## src/rtl/cms_pkg.sv

```systemverilog
package cms_pkg;
  typedef enum logic [1:0] {
    ST_RUN  = 2'd0,
    ST_BRK  = 2'd1,
    ST_WAIT = 2'd2,
    ST_STOP = 2'd3
  } run_state_e;

  localparam int VEC_CODE_RESET = 0;
  localparam int VEC_CODE_SWI   = 1;
  localparam int VEC_CODE_IRQ0  = 2;

  function automatic int irq_vec_code(input int line);
    return VEC_CODE_IRQ0 + line;
  endfunction
endpackage

```

## src/rtl/cms_irq_arbiter.sv

```systemverilog
module cms_irq_arbiter #(
  parameter int NUM_IRQ = 4,
  parameter int VEC_W   = 3
) (
  input  logic [NUM_IRQ-1:0] irq_req,
  input  logic [NUM_IRQ-1:0] irq_en,
  output logic               irq_hit,
  output logic [VEC_W-1:0]   irq_vec
);
  import cms_pkg::*;

  logic [NUM_IRQ-1:0] live;
  assign live    = irq_req & irq_en;
  assign irq_hit = |live;

  // lowest enabled line wins: scan downward so the last match is the lowest
  always_comb begin
    irq_vec = '0;
    for (int i = NUM_IRQ - 1; i >= 0; i--) begin
      if (live[i]) irq_vec = VEC_W'(irq_vec_code(i));
    end
  end
endmodule

```

## src/rtl/cms_clk_decode.sv

```systemverilog
module cms_clk_decode (
  input  cms_pkg::run_state_e state,
  output logic                cpu_clk_en,
  output logic                per_clk_en
);
  import cms_pkg::*;

  always_comb begin
    cpu_clk_en = 1'b1;
    per_clk_en = 1'b1;
    case (state)
      ST_WAIT: cpu_clk_en = 1'b0;
      ST_STOP: begin
        cpu_clk_en = 1'b0;
        per_clk_en = 1'b0;
      end
      default: ;
    endcase
  end
endmodule

```

## src/rtl/cms_mode_ctrl.sv

```systemverilog
module cms_mode_ctrl #(
  parameter int VEC_W = 3
) (
  input  logic                clk,
  input  logic                rst_n,
  input  logic                rst_req,
  input  logic                brk_req,
  input  logic                wait_exec,
  input  logic                stop_exec,
  input  logic                irq_hit,
  input  logic [VEC_W-1:0]    irq_vec,
  output cms_pkg::run_state_e state,
  output logic                vec_take,
  output logic [VEC_W-1:0]    vec_sel,
  output logic                stack_start,
  output logic                imask_clr
);
  import cms_pkg::*;

  run_state_e       state_n;
  logic             take_n, stack_n, clr_n;
  logic [VEC_W-1:0] sel_n;
  logic             low_power, lp_exec, brk_entry;

  assign low_power = (state == ST_WAIT) || (state == ST_STOP);
  assign lp_exec   = wait_exec || stop_exec;
  assign brk_entry = brk_req && (state != ST_BRK);

  always_comb begin
    state_n = state;
    take_n  = 1'b0;
    stack_n = 1'b0;
    clr_n   = 1'b0;
    sel_n   = vec_sel;
    if (rst_req) begin
      state_n = ST_RUN;
      take_n  = 1'b1;
      sel_n   = VEC_W'(VEC_CODE_RESET);
    end else if (brk_entry) begin
      state_n = ST_BRK;
      take_n  = 1'b1;
      stack_n = 1'b1;
      sel_n   = VEC_W'(VEC_CODE_SWI);
    end else begin
      case (state)
        ST_RUN: begin
          if (lp_exec) begin
            clr_n = 1'b1;
            if (irq_hit) begin
              take_n  = 1'b1;
              stack_n = 1'b1;
              sel_n   = irq_vec;
            end else begin
              state_n = stop_exec ? ST_STOP : ST_WAIT;
            end
          end
        end
        ST_BRK: begin
          if (!brk_req) state_n = ST_RUN;
        end
        default: begin
          if (irq_hit) begin
            state_n = ST_RUN;
            take_n  = 1'b1;
            stack_n = 1'b1;
            sel_n   = irq_vec;
          end
        end
      endcase
    end
  end

  always_ff @(posedge clk or negedge rst_n) begin
    if (!rst_n) begin
      state       <= ST_RUN;
      vec_take    <= 1'b0;
      stack_start <= 1'b0;
      imask_clr   <= 1'b0;
      vec_sel     <= '0;
    end else begin
      state       <= state_n;
      vec_take    <= take_n;
      stack_start <= stack_n;
      imask_clr   <= clr_n;
      vec_sel     <= sel_n;
    end
  end

  AST_RESET_FIRST: assert property (@(posedge clk) disable iff (!rst_n)
    rst_req |=> (vec_take && vec_sel == '0 && !stack_start && state == ST_RUN));
  AST_BRK_TO_SWI: assert property (@(posedge clk) disable iff (!rst_n)
    (!rst_req && brk_entry) |=> (state == ST_BRK && vec_sel == VEC_W'(VEC_CODE_SWI) && stack_start));
  AST_BRK_HOLD: assert property (@(posedge clk) disable iff (!rst_n)
    (!rst_req && state == ST_BRK && brk_req) |=> (state == ST_BRK && !vec_take && !imask_clr));
  AST_WAKE_STACKS: assert property (@(posedge clk) disable iff (!rst_n)
    (!rst_req && !brk_req && low_power && irq_hit) |=> (state == ST_RUN && stack_start && vec_take));
  AST_NO_SPURIOUS_WAKE: assert property (@(posedge clk) disable iff (!rst_n)
    (!rst_req && !brk_req && low_power && !irq_hit) |=> ($stable(state) && !stack_start && !vec_take));
  AST_SAME_CYCLE_WAKE: assert property (@(posedge clk) disable iff (!rst_n)
    (!rst_req && !brk_req && state == ST_RUN && lp_exec && irq_hit) |=> (imask_clr && stack_start && state == ST_RUN));
endmodule

```

## src/rtl/cpu_mode_seq.sv

```systemverilog
module cpu_mode_seq #(
  parameter int NUM_IRQ = 4,
  localparam int VEC_W  = $clog2(NUM_IRQ + 2)
) (
  input  logic               clk,
  input  logic               rst_n,
  input  logic               rst_req,
  input  logic               brk_req,
  input  logic [NUM_IRQ-1:0] irq_req,
  input  logic [NUM_IRQ-1:0] irq_en,
  input  logic               wait_exec,
  input  logic               stop_exec,
  output logic               cpu_clk_en,
  output logic               per_clk_en,
  output logic               imask_clr,
  output logic               vec_take,
  output logic [VEC_W-1:0]   vec_sel,
  output logic               stack_start,
  output logic [1:0]         run_state
);
  import cms_pkg::*;

  logic             irq_hit;
  logic [VEC_W-1:0] irq_vec;
  run_state_e       state;

  cms_irq_arbiter #(.NUM_IRQ(NUM_IRQ), .VEC_W(VEC_W)) arb_i (
    .irq_req (irq_req),
    .irq_en  (irq_en),
    .irq_hit (irq_hit),
    .irq_vec (irq_vec)
  );

  cms_mode_ctrl #(.VEC_W(VEC_W)) ctrl_i (
    .clk         (clk),
    .rst_n       (rst_n),
    .rst_req     (rst_req),
    .brk_req     (brk_req),
    .wait_exec   (wait_exec),
    .stop_exec   (stop_exec),
    .irq_hit     (irq_hit),
    .irq_vec     (irq_vec),
    .state       (state),
    .vec_take    (vec_take),
    .vec_sel     (vec_sel),
    .stack_start (stack_start),
    .imask_clr   (imask_clr)
  );

  cms_clk_decode clk_i (
    .state      (state),
    .cpu_clk_en (cpu_clk_en),
    .per_clk_en (per_clk_en)
  );

  assign run_state = state;

  AST_WAIT_CLOCKS: assert property (@(posedge clk) disable iff (!rst_n)
    (state == ST_WAIT) |-> (!cpu_clk_en && per_clk_en));
  AST_STOP_CLOCKS: assert property (@(posedge clk) disable iff (!rst_n)
    (state == ST_STOP) |-> (!cpu_clk_en && !per_clk_en));
  AST_ONE_SHOT_CLEAR: assert property (@(posedge clk) disable iff (!rst_n)
    (imask_clr && state != ST_RUN) |=> !imask_clr);
endmodule

```

## config.mk

```make
export PLATFORM = sky130hd
export DESIGN_NAME = cpu_mode_seq
export DESIGN_NICKNAME = d
export VERILOG_FILES = /design/src/rtl/cms_pkg.sv /design/src/rtl/cms_irq_arbiter.sv /design/src/rtl/cms_clk_decode.sv /design/src/rtl/cms_mode_ctrl.sv /design/src/rtl/cpu_mode_seq.sv
export SDC_FILE = /design/constraint.sdc
export NUM_CORES = 1
export LEC_CHECK = 0
export BUFFER_PORTS_ARGS = -buffer_cell sky130_fd_sc_hd__buf_2
export CAP_MARGIN = 15
export CORE_MARGIN = 1.5
export CORE_UTILIZATION = 23
export DETAILED_ROUTE_END_ITERATION = 10
export PLACE_DENSITY = 0.51
export SLEW_MARGIN = 20
export SYNTH_ARGS = -nofsm -noshare
export SYNTH_HDL_FRONTEND = slang
export SYNTH_HIERARCHICAL = 1
export SYNTH_SLANG_ARGS = --single-unit
```

## constraint.sdc

```tcl
create_clock -name clk -period 2.8 [get_ports clk]
set_input_delay 0.14 -clock clk [delete_from_list [all_inputs] [get_ports clk]]
set_output_delay 0.14 -clock clk [all_outputs]
set_load 0.02 [all_outputs]
```

==> impl_results.md <==
- Seq/Total Area, Yosys: 0.403
- M3 GR Usage: 0.0273
- Clock sink count: 8
- Fin util: 0.328
- Post-CTS sizing: 0
- WL final: 1120 um
- Antenna Cells: 0
- Worst VDD drop: 0.139 mV
- Setup_tns: 0 ns
- Max Fclk: 708 MHz
- Die Y: 49.5 um
- Port bufs: 23
- Hold Fails Final Rpt: 0
- Die Width: 49.5 um
- Htree depth: 1
- Syn-to-layout area delta: 32.2%
- Hold Crit Class: in2reg
- Max cap viols: 0
- Starting density of the core: 0.248
- Slew @ Worst Pin: 0.394 ns
- Post-synthesis instance total: 52
- Power density over cell area: 481 nW/um2
- Synth Warn #: 6
- I/O pins: 24
- Rel. slew slack: 0.737
- Top cell type's share of synthesized area: 0.403
- CTS clock-pin slew for the worst setup and hold paths: 0.06 ns
- Die area: 2450 um2
- Asr flop ratio synth: 1.00
- Final slew viol count: 0
- Endpoints failing setup: 0
- Core Box Area: 2000 um2
- Placed cells: 99
- Vias in the first global route: 432
- Total power: 0.000316 W
- Unrepaired setup endpoints after global routing: false
- Layout cells sized above 1: 0.382
- FF+latch count, synth: 8
- Routability cong.: 0.732
- Initial antenna violation count: 0
- Clock Latency Late Sink: 0.25 ns
- Kind of critical path: reg2reg
- Most frequent cell after synthesis: dfrtp_1
- Worst setup SP type: register
- # rows: 16
- Pre-antenna DRT Iters: 4
- GRT busiest layer: met1
- Num CTS Buffers: 3
- Detail Placement HPWL: 884 um
- EDFF count, synth: 0
- Status: complete, no violations
- Drt first-iter violations: 16
- Static Leak: 0.304 nW
- CP Data Required Time: 2.94 ns
- Worst hold slack: 0.138 ns
- Vias: 467
- Crit path time final: 1.41 ns
- Cell Area, Synth: 497 um2
- Total GRT Usage: 0.107
- Yosys cell types: 25
- Met1 Usage GRT: 0.153
- CP arrival: 1.55 ns
- Skew final: 0.00711 ns
- Antenna violation net count after detailed routing: 0
- Drc violations: 0
- Cell Count, Final, Fillers Out: 103
- CTS Root Buffer Type: clkbuf_4
- Endpoint class of the critical path: register
- Yosys top cell by area: dfrtp_1
- Syn_area_per_cell: 9.55 um2
- First-pass GRT wire length: 1930 um
- Grt total ovfl: 0
- Max FO, Critical Path: 14
- TritonCTS clock tree: yes
- Pin count of the biggest net entering global routing: 15
- Net Count, Synth: 66
- Largest cells by area after synthesis: dfrtp_1, o211ai_1, a21oi_1
- Synth top cells by count: dfrtp_1, o211ai_1, a21oi_1
- Ys flop type: dfrtp_1
- Period utilisation layout: 0.504
- Nets: 92
- Vias per inst: 4.53
- Avg WL per Cell: 10.9 um
- GRT met2 Usage: 0.140
- Max Root-Sink Buffers: 2
state kept, by name, indices dropped and copies added, names as in the netlist:
register / cells
ctrl_i/state: 2
ctrl_i/imask_clr: 1
ctrl_i/vec_sel: 3
ctrl_i/stack_start: 1
ctrl_i/vec_take: 1
worst max-delay path, stage by stage (launching register included):
cell,delay (ns)
dfrtp_1,0.52
nor4_2,0.35
a211oi_1,0.12
mux2_1,0.31
repair_timing:
| action | in CTS | in global routing |
|---|---|---|
| endpoints found under the setup margin | 0 | 0 |
| hold endpoints to repair | 8 | 0 |
| setup buffers | 0 | 0 |
| hold buffers | 1 | 0 |
metal layers:
metal  part of all wire  vias up
met5                  0        -
met3              0.077        2
met1               0.52      200
met2               0.39       23
li1                   -      242
met4              0.015        0
layout make-up:
class | instances | area [um2]
multi-input combinational | 38 | 264
inverter | 3 | 11.3
tap | 27 | 33.8
timing repair buffer | 24 | 125
fill | 220 | 1350
clock buffer | 3 | 22.5
sequential | 8 | 200
power by group:
| group | switching [W] | internal, W |
|---|---|---|
| sequential | 0.00000919 | 0.000126 |
| combinational | 0.0000535 | 0.0000398 |
| clock | 0.0000380 | 0.0000490 |
| total | 0.000101 | 0.000215 |
through the flow:
step | area, um2 | setup slack, ns
floorplan | 497 | 1.29
global placement | 624 | 1.22
detailed placement | 624 | 1.19
CTS | 657 | 1.38
global route | 657 | 1.24
finish | 657 | 1.39
cell families after synthesis:
logic type,after synthesis,share of synthesized area
compound gates,20,0.275
mux,1,0.0227
simple gates,17,0.234
flops,8,0.403
buf+inv,6,0.0655
placed cells by master (no fill, tap or decap):
master	n
a31oi_1	1
mux2_1	1
nand3_1	1
nand2b_1	3
dlygate4sd3_1	1
dfrtp_1	8
o21bai_1	1
a211oi_1	2
nand3b_4	1
a21oi_1	5
a32oi_1	1
buf_2	23
nor4bb_1	1
a22o_1	1
clkbuf_4	3
nor4_1	1
nor2_1	2
nor4_2	1
nor4b_1	1
o21ai_0	2
o21ba_2	1
inv_1	3
nand2_1	4
o211ai_1	6
nor2b_1	2
final timing paths:
path	cells after the start	to	from	slack, ns
worst max-delay path	3	ctrl_i/state[0]	ctrl_i/state[1]	1.39
worst min-delay path	2	ctrl_i/state[1]	brk_req	0.14
worst max register to register	3	ctrl_i/state[0]	ctrl_i/state[1]	1.39
worst min register to register	2	ctrl_i/vec_sel[1]	ctrl_i/vec_sel[1]	0.56
max in group asynchronous	2	ctrl_i/vec_take	rst_n	2.37
min in group asynchronous	2	ctrl_i/stack_start	rst_n	0.26
Power figures use the tool's default switching activity.
